===== config.mk =====
export PLATFORM = sky130hd
export DESIGN_NAME = rtzfir_seq
export DESIGN_NICKNAME = d
export VERILOG_FILES = /design/src/rtl/rtzfir_pkg.sv /design/src/rtl/rtzfir_ctrl.sv /design/src/rtl/rtzfir_datapath.sv /design/src/rtl/rtzfir_seq.sv
export SDC_FILE = /design/constraint.sdc
export NUM_CORES = 1
export LEC_CHECK = 0
export BUFFER_PORTS_ARGS = -buffer_cell sky130_fd_sc_hd__buf_2
export CAP_MARGIN = 40
export CORE_MARGIN = 2
export CORE_UTILIZATION = 57
export DETAILED_ROUTE_END_ITERATION = 8
export HOLD_SLACK_MARGIN = 0.12
export PLACE_DENSITY = 0.82
export SLEW_MARGIN = 10
export SYNTH_ARGS = -nofsm -noshare
export SYNTH_HDL_FRONTEND = slang
export SYNTH_HIERARCHICAL = 1
export SYNTH_SLANG_ARGS = --single-unit

===== constraint.sdc =====
create_clock -name clk -period 5.3 [get_ports clk]
set_clock_uncertainty 0.15 [all_clocks]
set_input_delay 0 -clock clk [delete_from_list [all_inputs] [get_ports clk]]
set_output_delay 0 -clock clk [all_outputs]
set_load 0.02 [all_outputs]

===== src/rtl/rtzfir_pkg.sv =====
package rtzfir_pkg;
  // Strobes from the control to the datapath, valid for the current fast cycle
  typedef struct packed {
    logic loadBit;    // capture serial data on this edge
    logic driveEven;  // enable the even tap group on this edge
  } seqCtrl_t;
endpackage


===== src/rtl/rtzfir_ctrl.sv =====
module rtzfir_ctrl
  import rtzfir_pkg::*;
(
  input  logic     clk,
  input  logic     rst,
  input  logic     bitStrobe,
  output seqCtrl_t ctrl
);
  logic phaseOdd;

  // The phase is fixed at reset, so the even group goes first
  always_ff @(posedge clk) begin
    if (rst) phaseOdd <= 1'b0;
    else     phaseOdd <= ~phaseOdd;
  end

  always_comb begin
    ctrl.loadBit   = bitStrobe;
    ctrl.driveEven = ~phaseOdd;
  end

  AST_STROBE_SPACING: assert property (@(posedge clk) disable iff (rst)
    bitStrobe |=> !bitStrobe);

  AST_PHASE_TOGGLES: assert property (@(posedge clk) disable iff (rst)
    ctrl.driveEven |=> !ctrl.driveEven);
endmodule


===== src/rtl/rtzfir_datapath.sv =====
module rtzfir_datapath
  import rtzfir_pkg::*;
#(
  parameter int NUM_TAPS = 16,
  localparam int CNT_W = $clog2(NUM_TAPS + 1)
) (
  input  logic                clk,
  input  logic                rst,
  input  seqCtrl_t            ctrl,
  input  logic                serIn,
  output logic [NUM_TAPS-1:0] tapOut,
  output logic [CNT_W-1:0]    activeCount
);
  function automatic logic [NUM_TAPS-1:0] parityMask(input logic oddSel);
    logic [NUM_TAPS-1:0] m;
    for (int i = 0; i < NUM_TAPS; i++) m[i] = ((i % 2) == 1) == oddSel;
    return m;
  endfunction

  localparam logic [NUM_TAPS-1:0] EVEN_MASK = parityMask(1'b0);
  localparam logic [NUM_TAPS-1:0] ODD_MASK  = parityMask(1'b1);

  logic                dataHold;
  logic [NUM_TAPS-1:0] stage;
  logic                outOdd;

  // Bit capture: held for two fast cycles between strobes
  always_ff @(posedge clk) begin
    if (rst)               dataHold <= 1'b0;
    else if (ctrl.loadBit) dataHold <= serIn;
  end

  // Tap shift register at twice the bit rate
  always_ff @(posedge clk) begin
    if (rst) stage <= '0;
    else     stage <= {stage[NUM_TAPS-2:0], dataHold};
  end

  // Registered gating: one group follows its stage, the other returns to zero
  for (genvar i = 0; i < NUM_TAPS; i++) begin : gTap
    if ((i % 2) == 0) begin : gEven
      always_ff @(posedge clk) begin
        if (rst) tapOut[i] <= 1'b0;
        else     tapOut[i] <= ctrl.driveEven & stage[i];
      end
    end else begin : gOdd
      always_ff @(posedge clk) begin
        if (rst) tapOut[i] <= 1'b0;
        else     tapOut[i] <= ~ctrl.driveEven & stage[i];
      end
    end
  end

  always_ff @(posedge clk) begin
    if (rst) outOdd <= 1'b1;
    else     outOdd <= ~ctrl.driveEven;
  end

  always_comb begin
    activeCount = '0;
    for (int i = 0; i < NUM_TAPS; i++) activeCount = activeCount + CNT_W'(tapOut[i]);
  end

  AST_ONE_GROUP_ZERO: assert property (@(posedge clk) disable iff (rst)
    ((tapOut & EVEN_MASK) == '0) || ((tapOut & ODD_MASK) == '0));

  AST_GROUP_SWAP: assert property (@(posedge clk) disable iff (rst)
    1'b1 |=> outOdd != $past(outOdd));

  AST_HOLD_STABLE: assert property (@(posedge clk) disable iff (rst)
    !ctrl.loadBit |=> $stable(dataHold));

  AST_LEVEL_STEP: assert property (@(posedge clk) disable iff (rst)
    1'b1 |=> (activeCount <= $past(activeCount) + 1'b1) &&
             ($past(activeCount) <= activeCount + 1'b1));

  AST_RESET_CLEAR: assert property (@(posedge clk)
    rst |=> (tapOut == '0) && (stage == '0));
endmodule


===== src/rtl/rtzfir_seq.sv =====
module rtzfir_seq
  import rtzfir_pkg::*;
#(
  parameter int NUM_TAPS = 16,
  localparam int CNT_W = $clog2(NUM_TAPS + 1)
) (
  input  logic                clk,
  input  logic                rst,
  input  logic                bitStrobe,
  input  logic                serIn,
  output logic [NUM_TAPS-1:0] tapOut,
  output logic [CNT_W-1:0]    activeCount
);
  seqCtrl_t ctrl;

  initial begin
    if ((NUM_TAPS < 2) || ((NUM_TAPS % 2) != 0))
      $error("NUM_TAPS must be even and at least 2");
  end

  rtzfir_ctrl uCtrl (
    .clk       (clk),
    .rst       (rst),
    .bitStrobe (bitStrobe),
    .ctrl      (ctrl)
  );

  rtzfir_datapath #(.NUM_TAPS(NUM_TAPS)) uDp (
    .clk         (clk),
    .rst         (rst),
    .ctrl        (ctrl),
    .serIn       (serIn),
    .tapOut      (tapOut),
    .activeCount (activeCount)
  );
endmodule


## Word level (Yosys, flattened, before mapping)

Index checks and enable logic that the tools add are counted.

- Add/subtract/negate cells: 15
- Bitwise gates (word level): 17

Operator list:

| cell | count |
|---|---|
| adder 5 x 1 -> 5 bit | 14 |
| bitwise AND 1 bit | 16 |
| adder 1 x 1 -> 2 bit | 1 |
| inverter 1 bit | 1 |

- Output and inout bits: 21
- Word-level logic and storage cells: 51
- Bits in registers: 34
- Input bits: 4

## Longest topological paths before layout

Gate-level depths: netlist of the first run.

- Depth after elaboration: 15
- Gate-level depth with buffers: 12
- Gate-level depth less buffers: 12

## Cells and area by module

Netlist of the first run, hierarchy kept.

By module, submodules not included:

| module | area an instance (µm²) | cells each | times used | sequential area each (µm²) |
|---|---|---|---|---|
| rtzfir_datapath | 1,301.2 | 117 | 1 | 660.6 |
| rtzfir_ctrl | 35.0 | 4 | 1 | 20.0 |

## Least setup slack after synthesis of the first run

Ideal clock, no wire load.

- Kind: reg2out
- Start: reg uDp.tapOut[0]
- End: out activeCount[2]
- Data required time: 5,150 ps
- Stages on the path, launching flop included: 11
- Slack: 1,673 ps
- Path buffers: 0
- Arrival time: 3,477 ps
- Path through: dfxtp_1 -> inv_1 -> fa_1 -> fa_1 -> fa_1 -> fa_1 -> inv_1 -> ha_1 -> inv_1 -> fa_1 -> xnor2_1

- Longest elaborated chain between the ends: 15

Ends and longest elaborated chain:

| what | line | source |
|---|---|---|
| start, declared | rtzfir_datapath.sv:11 | `output logic [NUM_TAPS-1:0] tapOut,` |
| start signal, assigned by index | rtzfir_datapath.sv:44 | `else tapOut[i] <= ctrl.driveEven & stage[i];` |
| adder 1 x 1 -> 2 bit | rtzfir_datapath.sv:61 | `for (int i = 0; i < NUM_TAPS; i++) activeCount = activeCount + CNT_W'(tapOut[i]);` |
| adder 5 x 1 -> 5 bit (14 in series) | rtzfir_datapath.sv:61 |  |
| end, declared | rtzfir_seq.sv:12 | `output logic [CNT_W-1:0] activeCount` |

No other way between the ends.

## Worst setup path after layout of the first run

- Start: reg uDp.tapOut[0]
- End: out activeCount[4]

Same word-level chain as after synthesis.

==> out/summary.txt, run 1 <==
==============================================================================
Total die area ..................................................     2750 µm²
FF-to-FF setup slack ............................................      3430 ps
Count of maximum capacitance violations .........................            0
Static leakage ..................................................     0.755 nW
Final slew viol count ...........................................            0
Worst-margin pin slew ...........................................       381 ps
Number of cells after detailed placement ........................          171
Top cell type by total area after synthesis ..................... sky130_fd_sc_hd__dfxtp_1
Largest stage delay on the critical path ........................       570 ps
Number of H-tree levels .........................................            2
Pin count of the biggest net entering global routing ............           21
Count of endpoints failing hold in the final timing report ......            0
Master of the slowest instance on the critical path ............. sky130_fd_sc_hd__fa_1
Growth of design area from synthesis to finish ..................        17.0%
Number of non-filler instances in the completed layout ..........          182
Total Routing Usage GR ..........................................        19.9%
Sequential element share of the synthesized area ................        50.9%
Outcome ......................................................... finished, final reports clean
Gate count after technology mapping .............................          121
Relative slew slack .............................................        74.6%
Number of synthesized flops with an enable pin ..................            0
Data arrival, critical path .....................................      3840 ps
Placer congestion estimate ......................................        0.859
Total power of the final layout .................................     0.400 mW
Multi-input logic area ..........................................      539 µm²
Via count of the first global-routing pass ......................          892
Critical Path RT ................................................      5150 ps
# diodes ........................................................            0
Most area-consuming cells after synthesis ....................... sky130_fd_sc_hd__dfxtp_1 51%, sky130_fd_sc_hd__fa_1 15%, sky130_fd_sc_hd__nor2b_1 8.0%
Async SR Flop Fraction ..........................................           0%
CTS-repair resized insts ........................................            0
Cell chain of the critical path ................................. inv_1, fa_1, fa_1, fa_1, fa_1, inv_1, ha_1, inv_1, fa_1, nor2b_1, o21a_1, buf_2
Total clock buffers created by CTS ..............................            5
CP startpoint kind ..............................................         flop
Fraction of layout cells with a size suffix above 1 .............        21.4%
Via/cell ratio ..................................................         4.64
Period minus WS final ...........................................      3990 ps
Leading register cell type out of synthesis ..................... sky130_fd_sc_hd__dfxtp_1
Synthesized area divided by synthesized cell count ..............     11.0 µm²
Routed wire length ..............................................      2.25 mm
Unrepaired setup endpoints after global routing .................           no
Area taken by flip-flops and latches ............................      681 µm²
Number of detailed-routing iterations run before antenna repair .            3
Total power divided by cell area ................................   256 nW/µm²
Count of nets left with antenna violations after detail routing .            0
Critical path's most frequent cell .............................. sky130_fd_sc_hd__fa_1
Largest vdd supply drop .........................................     0.203 mV
Number of warnings printed during yosys synthesis ...............            6
Clock sink total ................................................           34
Worst Setup SP .................................................. uDp/tapOut[0]
DRC violations left .............................................            0
Vertical die dimension ..........................................      52.4 µm
Kind of critical path ...........................................      reg2out
Post-synth top cells ............................................ 34 x sky130_fd_sc_hd__dfxtp_1, 27 x sky130_fd_sc_hd__inv_1, 17 x sky130_fd_sc_hd__nor2b_1
Clk slew on worst S/H paths .....................................       100 ps
Number of buffers on the longest clock path .....................            2
Total setup violations reported at the end of the flow ..........            0
Library cell with the highest instance count after synthesis .... sky130_fd_sc_hd__dfxtp_1
Layout net count ................................................          173
Number of placement rows ........................................           17
Post-synth net total ............................................          140
Placed wire-length estimate after detailed placement ............      1.67 mm
Root cell of the clock tree ..................................... sky130_fd_sc_hd__clkbuf_4
Fillcell total ..................................................          180
Critical path endpoint .......................................... activeCount[4]
Maximum fanout count along the critical path ....................            2
Area share of the largest cell type after synthesis .............        50.9%
Horizontal extent of the die ....................................      52.4 µm
Worst slack on hold paths .......................................       276 ps
Synth Register Bits .............................................           34
Crit Reg-Reg Startpoint ......................................... uDp/dataHold
Total Negative Setup Slacks .....................................         0 ps
Number of DRC violations after detailed-routing iteration 0 .....            9
Ports ...........................................................           25
Maximum achievable frequency ....................................      251 MHz
Clock tree from TritonCTS .......................................         done
Worst reg2reg path endpoint ..................................... uDp/dataHold
Clock insertion delay at the later pin of the skew report .......       330 ps
Post-synth cell types ...........................................           15
Depth of the worst register-to-register path ....................            4
Port Buffer Count ...............................................           24
HP Class ........................................................      reg2reg
Per-cell routed wire length .....................................      12.4 µm
Area of the core region .........................................     2210 µm²
Util after Layout ...............................................        70.7%
Wire length of the first global-routing pass ....................      3.75 mm
Final worst path period share ...................................        75.2%
Via count .......................................................          845
Effective utilization at floorplan ..............................        60.4%
Crit end category ...............................................   output pin
Synthesized area ................................................     1340 µm²
Antenna violations before repair ................................            0
Aggregate global routing overflow ...............................            0
==============================================================================
[flip-flops by register name, indices dropped and copies added, names as in the netlist]
signal	cells
uCtrl/phaseOdd	1
uDp/dataHold	1
uDp/stage	16
uDp/tapOut	16
[stage by stage]
step	setup slack [ps]	cell area, µm²
floorplan	1670	1340
global placement	1840	1480
detailed placement	1690	1480
CTS	1320	1560
global route	1200	1560
finish	1310	1560
[worst min path at each step]
stage | end | cells after the start | slack [ps] | start
6_report | uCtrl/phaseOdd | 1 | 280 | uCtrl/phaseOdd
5_1_grt | uCtrl/phaseOdd | 1 | 300 | uCtrl/phaseOdd
4_1_cts | uCtrl/phaseOdd | 1 | 280 | uCtrl/phaseOdd
3_5_place_dp | uDp/dataHold | 3 | 100 | serIn
3_3_place_gp | uDp/dataHold | 3 | 80 | serIn
2_1_floorplan | uCtrl/phaseOdd | 1 | -80 | rst
[power by group]
group	leakage (nW)	internal [mW]	switching (mW)
clock	0.0308	0.0476	0.0814
sequential	0.275	0.257	0.000841
combinational	0.450	0.00572	0.00747
total	0.755	0.311	0.0897
[timing repair]
item | 4_1_cts | 5_1_grt
setup buffers | 0 | 0
hold buffers | 4 | 0
hold endpoints to repair | 18 | 0
[cell families after synthesis]
kind of cell             synth area share (%)
XOR/XNOR                                 1.31
buffers and inverters                    8.71
AO/OA/AOI/OAI                            1.50
adder cells (fa/ha/maj)                  19.7
multiplexers                            0.749
AND/OR/NAND/NOR                          17.1
flip-flops                               50.9
[worst max-delay path, delay by kind of cell (launching register included)]
| family | cells | cell delay [ps] |
|---|---|---|
| buffers and inverters | 4 | 350 |
| AO/OA/AOI/OAI | 1 | 130 |
| AND/OR/NAND/NOR | 1 | 150 |
| adder cells (fa/ha/maj) | 6 | 2570 |
| flip-flops | 1 | 330 |
[layer usage]
| layer | wire [µm] | global-route usage (%) |
|---|---|---|
| met1 | 930 | 21.3 |
| met2 | 1150 | 34.0 |
| met3 | 117 | 6.00 |
| met4 | 55 | 12.0 |
| met5 | 0 | 0 |
[layout by cell type, fill, tap and decap left out, types with 2 or more instances in the layout]
master and count:
sky130_fd_sc_hd__inv_1 27, sky130_fd_sc_hd__ha_1 5, sky130_fd_sc_hd__fa_1 10, sky130_fd_sc_hd__buf_2 24
sky130_fd_sc_hd__clkbuf_4 5, sky130_fd_sc_hd__dlygate4sd3_1 4, sky130_fd_sc_hd__dfxtp_1 34, sky130_fd_sc_hd__nor2b_1 17
sky130_fd_sc_hd__and2_1 16, sky130_fd_sc_hd__xnor2_1 2, sky130_fd_sc_hd__clkinv_2 2, sky130_fd_sc_hd__nor2_1 2
[final cells by class]
| type | instances | area share (%) |
|---|---|---|
| clock buffer | 5 | 2.40 |
| clock inverter | 2 | 0.640 |
| inverter | 27 | 6.48 |
| multi-input combinational | 58 | 34.5 |
| sequential | 34 | 43.5 |
| tap | 28 | 2.24 |
| timing repair buffer | 28 | 10.2 |
Note: power is estimated with default switching activity, not from simulation.
==> inputs of run 2 (changes only) <==
- ABC_AREA: unset -> 1
- CORE_UTILIZATION: 57 -> 48
- PLACE_DENSITY: 0.82 -> 0.73
- clock period: 5.3 -> 3.6 ns (I/O delays scaled with it)
==> run 2 against run 1 <==
- the run now ends with negative setup slack left
- largest cell class unchanged
- synthesized cell count up 21%
- power up 53%
- count of clock-buffer cells in the layout up 2
- global-route usage fell by 4.5 points
- clock power up 64%
- core utilization decreased by 7.6 points
==> out/summary.txt, run 2 <==
=================================================================================================================
Outcome ............................................................................................ finished, violations left   was finished, final reports clean
Violated checks .................................................................................... negative setup slack
Ports ..............................................................................................           25   unchanged
Hold path start .................................................................................... uCtrl/phaseOdd   unchanged
Final slew viol count ..............................................................................            0   unchanged
Top cell type by total area after synthesis ........................................................ sky130_fd_sc_hd__dfxtp_1   unchanged
Portion of netlist area occupied by mux cells ......................................................           0%   was 0.749%
Post-synth top cells ............................................................................... 45 x sky130_fd_sc_hd__inv_1, 34 x sky130_fd_sc_hd__dfxtp_1, 20 x sky130_fd_sc_hd__nor2_1   was 34 x sky130_fd_sc_hd__dfxtp_1, 27 x sky130_fd_sc_hd__inv_1, 17 x sky130_fd_sc_hd__nor2b_1
Clk slew on worst S/H paths ........................................................................       100 ps   about the same
Number of placement rows ...........................................................................           19   was 17
Fraction of layout cells with a size suffix above 1 ................................................        34.1%   was 21.4%
DRC violations left ................................................................................            0   unchanged
Synth Register Bits ................................................................................           34   unchanged
Buf+Inv Stages, Crit Path ..........................................................................            4   unchanged
Routed wire length .................................................................................      2.31 mm   was 2.25 mm
Top library cells by usage in the layout, fill and taps aside ...................................... 39 x sky130_fd_sc_hd__inv_1, 28 x sky130_fd_sc_hd__dfxtp_1, 20 x sky130_fd_sc_hd__buf_2, 20 x sky130_fd_sc_hd__nor2_1   was 34 x sky130_fd_sc_hd__dfxtp_1, 27 x sky130_fd_sc_hd__inv_1, 24 x sky130_fd_sc_hd__buf_2
Arithmetic-cell share of the synthesized area counting full adders, half adders and majority gates .        19.0%   was 19.7%
Largest vdd supply drop ............................................................................     0.436 mV   was 0.203 mV
Kind of critical path ..............................................................................      reg2out   unchanged
Master of the slowest instance on the critical path ................................................ sky130_fd_sc_hd__fa_1   unchanged
Number of H-tree levels ............................................................................            2   unchanged
Port Buffer Count ..................................................................................           24   unchanged
Maximum fanout count along the critical path .......................................................            2   unchanged
Final worst path period share ......................................................................         104%
Horizontal extent of the die .......................................................................      57.6 µm   was 52.4 µm
Pin count of the biggest net entering global routing ...............................................           29   was 21
Total die area .....................................................................................     3320 µm²   was 2750 µm²
Post-synth cell types ..............................................................................           19   was 15
Total Negative Setup Slacks ........................................................................      -419 ps   was 0 ps
Final WS setup .....................................................................................      -161 ps   was 1310 ps
Fillcell total .....................................................................................          225   was 180
Most common library cell in the layout ignoring fill and taps ...................................... sky130_fd_sc_hd__inv_1   was sky130_fd_sc_hd__dfxtp_1
Number of buffers on the longest clock path ........................................................            2   unchanged
Relative slew slack ................................................................................        69.4%   was 74.6%
WHS Path Cells .....................................................................................            1   unchanged
Synthesized area ...................................................................................     1380 µm²   was 1340 µm²
Largest stage delay on the critical path ...........................................................       550 ps   was 570 ps
XOR/XNOR Fraction of Synth Area ....................................................................       0.634%   was 1.31%
Gate count after technology mapping ................................................................          147   was 121
Multi-input logic area .............................................................................      549 µm²   was 539 µm²
Crit end category ..................................................................................   output pin   unchanged
Registers with the most flip-flops ................................................................. uDp/stage x16, uDp/tapOut x16   unchanged
FF-to-FF setup slack ...............................................................................      1650 ps   was 3430 ps
Number of warnings printed during yosys synthesis ..................................................            6   unchanged
Critical Path RT ...................................................................................      3450 ps   was 5150 ps
Via count ..........................................................................................          964   was 845
Worst Setup SP ..................................................................................... uDp/tapOut[9]   was uDp/tapOut[0]
Area taken by flip-flops and latches ...............................................................      688 µm²   was 681 µm²
Util after Layout ..................................................................................        63.1%   was 70.7%
Worst reg2reg path endpoint ........................................................................ uDp/dataHold   unchanged
Vertical die dimension .............................................................................      57.6 µm   was 52.4 µm
Total power of the final layout ....................................................................     0.613 mW   was 0.400 mW
Number of detailed-routing iterations run before antenna repair ....................................            4   was 3
Worst hold endpoint ................................................................................ uCtrl/phaseOdd   unchanged
Largest delay contributor family on the critical path ..............................................  adder cells   unchanged
Count of maximum capacitance violations ............................................................            0   unchanged
Placed wire-length estimate after detailed placement ...............................................      1.68 mm   was 1.67 mm
Count of endpoints failing hold in the final timing report .........................................            0   unchanged
Data arrival, critical path ........................................................................      3610 ps   was 3840 ps
Clock insertion delay at the later pin of the skew report ..........................................       330 ps   about the same
Wire length of the first global-routing pass .......................................................      3.75 mm   unchanged
# diodes ...........................................................................................            0   unchanged
Via count of the first global-routing pass .........................................................          953   was 892
Depth of the worst register-to-register path .......................................................            6   was 4
CP startpoint kind .................................................................................         flop   unchanged
Growth of design area from synthesis to finish .....................................................        24.8%   was 17.0%
Post-route standard cell area excluding fillers ....................................................     1720 µm²   was 1560 µm²
Library cell with the highest instance count after synthesis ....................................... sky130_fd_sc_hd__inv_1   was sky130_fd_sc_hd__dfxtp_1
Total power divided by cell area ...................................................................   356 nW/µm²   was 256 nW/µm²
Worst-margin pin slew ..............................................................................       459 ps   was 381 ps
Clock sink total ...................................................................................           34   unchanged
Static leakage .....................................................................................     0.765 nW   was 0.755 nW
Leading register cell type out of synthesis ........................................................ sky130_fd_sc_hd__dfxtp_1   unchanged
Crit Reg-Reg Startpoint ............................................................................ uDp/dataHold   unchanged
Via/cell ratio .....................................................................................         4.53   was 4.64
Effective utilization at floorplan .................................................................        50.5%   was 60.4%
Cell chain of the critical path .................................................................... inv_2, fa_1, fa_1, fa_2, fa_1, inv_2, ha_4, inv_2, fa_2, xnor2_2, buf_4   was inv_1, fa_1, fa_1, fa_1, fa_1, inv_1, ha_1, inv_1, fa_1, nor2b_1, o21a_1, buf_2
Total clock buffers created by CTS .................................................................            5   unchanged
Clock tree from TritonCTS ..........................................................................         done   unchanged
Total setup violations reported at the end of the flow .............................................            3   was 0
Count of nets left with antenna violations after detail routing ....................................            0   unchanged
Per-cell routed wire length ........................................................................      10.8 µm   was 12.4 µm
Combinational family with the most area after synthesis ............................................  adder cells   unchanged
Root cell of the clock tree ........................................................................ sky130_fd_sc_hd__clkbuf_4   unchanged
Aggregate global routing overflow ..................................................................            0   unchanged
HP Class ...........................................................................................      reg2reg   unchanged
Sequential element share of the synthesized area ...................................................        49.3%   was 50.9%
Area share of the largest cell type after synthesis ................................................        49.3%   was 50.9%
Placer congestion estimate .........................................................................        0.798   was 0.859
Most area-consuming cells after synthesis .......................................................... sky130_fd_sc_hd__dfxtp_1 49%, sky130_fd_sc_hd__fa_1 14%, sky130_fd_sc_hd__inv_1 12%   was sky130_fd_sc_hd__dfxtp_1 51%, sky130_fd_sc_hd__fa_1 15%, sky130_fd_sc_hd__nor2b_1 8.0%
Unrepaired setup endpoints after global routing ....................................................          yes   was no
Post-synth net total ...............................................................................          166   was 140
Synthesized area divided by synthesized cell count .................................................     9.40 µm²   was 11.0 µm²
Number of DRC violations after detailed-routing iteration 0 ........................................           15   was 9
Placed instance area ...............................................................................     1510 µm²   was 1480 µm²
Layout net count ...................................................................................          200   was 173
Fraction of the mapped netlist area in simple logic gates ..........................................        14.9%   was 17.1%
Area of the core region ............................................................................     2730 µm²   was 2210 µm²
Number of synthesized flops with an enable pin .....................................................            0   unchanged
Maximum achievable frequency .......................................................................      266 MHz
Antenna violations before repair ...................................................................            0   unchanged
Total Routing Usage GR .............................................................................        15.4%   was 19.9%
Post-synthesis compound-gate area fraction .........................................................       0.815%   was 1.50%
Period minus WS final ..............................................................................      3760 ps
Async SR Flop Fraction .............................................................................           0%   unchanged
=================================================================================================================
run 2: worst max path at each step:
stage	to	slack, ps	cells past startpoint
CTS	activeCount[2]	-170	11
detailed placement	activeCount[2]	70	11
floorplan	activeCount[4]	-30	10
finish	activeCount[2]	-160	11
global route	activeCount[2]	-300	11
global placement	activeCount[2]	180	11
run 2: cell families (layout without fill, tap and decap cells):
kind of cell,count (synthesis),after routing
xor gates and xnor gates,1,1
adders and majority gates,15,15
DFF,34,34
buffers and inverters,51,86
and+or+nand+nor,44,44
AOI/OAI and AO/OA,2,2
run 2: area by class of cell:
cell class,instances,area share (%)
clock buffers,7,3.19
clock inverters,1,0.290
inverters,46,10.0
multi-input cells,62,31.9
flip-flops and latches,34,39.9
well taps,31,2.25
repair buffers,32,12.5
run 2: where the power goes:
part	internal (mW)	switching [mW]	total [mW]
clock	0.0946	0.117	0.212
sequential	0.379	0.000982	0.380
combinational	0.00764	0.0143	0.0219
total	0.481	0.133	0.613
run 2: layer usage:
layer | track usage, % | up-vias | routed length, µm | share of wire [%]
met4 | 5.65 | 0 | 28 | 1.2
met2 | 28.4 | 20 | 1280 | 55
met5 | 0 | - | 0 | 0
met1 | 15.1 | 457 | 889 | 38
met3 | 6.47 | 4 | 113 | 4.9
li1 | - | 483 | - | -
run 2: repair_timing:
action,in CTS,in global routing
pin swaps,2,6
resized for setup,10,19
hold buffers,4,0
buffers inserted,1,3
setup endpoints to repair,4,4
hold endpoints to repair,27,0
run 2: through the flow:
stage	std cells	worst slack (ps)	hold WS (ps)
after floorplan	147	-25.9	-83.3
after global placement	197	180	74.6
after detailed placement	197	73.4	96.3
after CTS	210	-166	271
after global routing	213	-300	281
final	213	-161	266
==> inputs of run 3 (changes only) <==
- PLACE_DENSITY: 0.73 -> 0.71
==> run 3 against run 2 <==
- the flow still finishes with violations (negative setup slack)
- largest cell class unchanged
- sequential cell count unchanged
- clock power decreased by 17%
- register-to-register slack barely moved
- combinational power is essentially flat
- non-clock buffer count fell by 1
- die area is the same
==> out/summary.txt, run 3 (synthesized netlist as in run 2, its figures left out) <==
==============================================================================
Outcome ......................................................... finished, violations left   unchanged
Violated checks ................................................. negative setup slack   unchanged
Horizontal extent of the die ....................................      57.6 µm   unchanged
Clk slew on worst S/H paths .....................................        90 ps   was 100 ps
Number of detailed-routing iterations run before antenna repair .            4   unchanged
Total Negative Setup Slacks .....................................      -476 ps   was -419 ps
Total setup violations reported at the end of the flow ..........            4   was 3
Number of DRC violations after detailed-routing iteration 0 .....           36   was 15
Relative slew slack .............................................        69.6%   was 69.4%
Vertical die dimension ..........................................      57.6 µm   unchanged
Number of buffers on the longest clock path .....................            2   unchanged
Count of nets left with antenna violations after detail routing .            0   unchanged
Registers with the most flip-flops .............................. uDp/stage x16, uDp/tapOut x16   unchanged
Total clock buffers created by CTS ..............................            5   unchanged
Most common library cell in the layout ignoring fill and taps ... sky130_fd_sc_hd__inv_1   unchanged
HP Class ........................................................      reg2reg   unchanged
Final slew viol count ...........................................            0   unchanged
Clock tree from TritonCTS .......................................         done   unchanged
Fillcell total ..................................................          228   was 225
Number of H-tree levels .........................................            2   unchanged
Period minus WS final ...........................................      3740 ps   was 3760 ps
Unrepaired setup endpoints after global routing .................          yes   unchanged
Number of placement rows ........................................           19   unchanged
Worst Setup SP .................................................. uDp/tapOut[5]   was uDp/tapOut[9]
Hold path start ................................................. uCtrl/phaseOdd   unchanged
Per-cell routed wire length .....................................      10.7 µm   was 10.8 µm
Maximum achievable frequency ....................................      267 MHz   was 266 MHz
# diodes ........................................................            0   unchanged
Count of maximum capacitance violations .........................            0   unchanged
Placed wire-length estimate after detailed placement ............      1.65 mm   was 1.68 mm
Crit end category ...............................................   output pin   unchanged
Aggregate global routing overflow ...............................            0   unchanged
Via count .......................................................          954   was 964
Number of non-filler instances in the completed layout ..........          211   was 213
Clock insertion delay at the later pin of the skew report .......       300 ps   was 330 ps
Wire length of the first global-routing pass ....................      3.76 mm   was 3.75 mm
Final worst path period share ...................................         104%   about the same
Via count of the first global-routing pass ......................          986   was 953
Layout net count ................................................          199   was 200
DRC violations left .............................................            0   unchanged
Fraction of layout cells with a size suffix above 1 .............        30.6%   was 34.1%
Ports ...........................................................           25   unchanged
Maximum fanout count along the critical path ....................            2   unchanged
Total power divided by cell area ................................   342 nW/µm²   was 356 nW/µm²
Total die area ..................................................     3320 µm²   unchanged
Final WS setup ..................................................      -142 ps   was -161 ps
Port Buffer Count ...............................................           24   unchanged
Count of endpoints failing hold in the final timing report ......            0   unchanged
Multi-input logic area ..........................................      546 µm²   was 549 µm²
Worst-margin pin slew ...........................................       456 ps   was 459 ps
Growth of design area from synthesis to finish ..................        22.5%   was 24.8%
Total power of the final layout .................................     0.579 mW   was 0.613 mW
Total Routing Usage GR ..........................................        15.0%   was 15.4%
Pin count of the biggest net entering global routing ............           29   unchanged
Area taken by flip-flops and latches ............................      686 µm²   was 688 µm²
Antenna violations before repair ................................            0   unchanged
Top library cells by usage in the layout, fill and taps aside ... 41 x sky130_fd_sc_hd__inv_1, 30 x sky130_fd_sc_hd__dfxtp_1, 20 x sky130_fd_sc_hd__buf_2, 20 x sky130_fd_sc_hd__nor2_1, 8 x sky130_fd_sc_hd__nor3_1   was 39 x sky130_fd_sc_hd__inv_1, 28 x sky130_fd_sc_hd__dfxtp_1, 20 x sky130_fd_sc_hd__buf_2, 20 x sky130_fd_sc_hd__nor2_1
Largest vdd supply drop .........................................     0.321 mV   was 0.436 mV
Placer congestion estimate ......................................        0.767   was 0.798
Crit Reg-Reg Startpoint ......................................... uDp/dataHold   unchanged
Clock sink total ................................................           34   unchanged
Number of cells after detailed placement ........................          197   unchanged
Area of the core region .........................................     2730 µm²   unchanged
Data arrival, critical path .....................................      3590 ps   was 3610 ps
Via/cell ratio ..................................................         4.52   was 4.53
Routed wire length ..............................................      2.25 mm   was 2.31 mm
Critical Path RT ................................................      3450 ps   about the same
Effective utilization at floorplan ..............................        50.5%   unchanged
Kind of critical path ...........................................      reg2out   unchanged
Static leakage ..................................................     0.748 nW   was 0.765 nW
CP startpoint kind ..............................................         flop   unchanged
Root cell of the clock tree ..................................... sky130_fd_sc_hd__clkbuf_4   unchanged
==============================================================================
-- run 3: what timing repair did --
action / in CTS / in global routing
pin swaps: 2 / 4
endpoints found under the setup margin: 4 / 4
gates cloned: 0 / 0
resized for setup: 12 / 12
endpoints found under the hold margin: 27 / 0
buffers inserted: 1 / 2
hold buffers: 4 / 0
-- run 3: per-stage QoR --
stage               utilization (%)  hold slack [ps]  instance area [µm²]  worst slack [ps]
floorplan                         -            -83.3                 1390             -25.9
global placement               55.1             79.4                 1510               168
detailed placement             55.1             91.9                 1510              65.4
CTS                            59.3              269                 1620              -170
global route                   61.9              284                 1690              -297
finish                         61.9              266                 1690              -142
-- run 3: metal layers --
layer | global-route usage [%] | vias to the layer above | wire (µm)
met2 | 25.5 | 28 | 1160
li1 | - | 481 | -
met4 | 10.3 | 0 | 34
met5 | 0 | - | 0
met1 | 16.2 | 441 | 931
met3 | 4.24 | 4 | 128
-- run 3: final timing paths --
| path | cells past startpoint | endpoint | slack, ps |
|---|---|---|---|
| max | 11 | activeCount[1] | -140 |
| min | 1 | uCtrl/phaseOdd | 270 |
| max reg2reg | 6 | uDp/dataHold | 1650 |
| min reg2reg | 1 | uCtrl/phaseOdd | 270 |
-- run 3: cell type report --
cell class / count / share of cell area (%)
Sequential cell: 34 / 40.5
Clock buffer: 7 / 2.66
Timing Repair Buffer: 31 / 12.1
Multi-Input combinational cell: 62 / 32.2
Inverter: 46 / 10.2
Tap cell: 31 / 2.29
-- run 3: critical path, cell delays in order (launching register included) --
cell and delay [ps]:
sky130_fd_sc_hd__dfxtp_2 340, sky130_fd_sc_hd__inv_2 40, sky130_fd_sc_hd__fa_1 560, sky130_fd_sc_hd__fa_1 450, sky130_fd_sc_hd__fa_2 570, sky130_fd_sc_hd__fa_1 420, sky130_fd_sc_hd__inv_2 80, sky130_fd_sc_hd__ha_4 130
sky130_fd_sc_hd__inv_2 40, sky130_fd_sc_hd__fa_2 520, sky130_fd_sc_hd__inv_2 30, sky130_fd_sc_hd__buf_6 120
-- run 3: where the power goes --
part,internal (mW),switching (mW)
Combinational,0.00762,0.0141
Clock,0.0736,0.104
Sequential,0.378,0.000942
Total,0.460,0.119
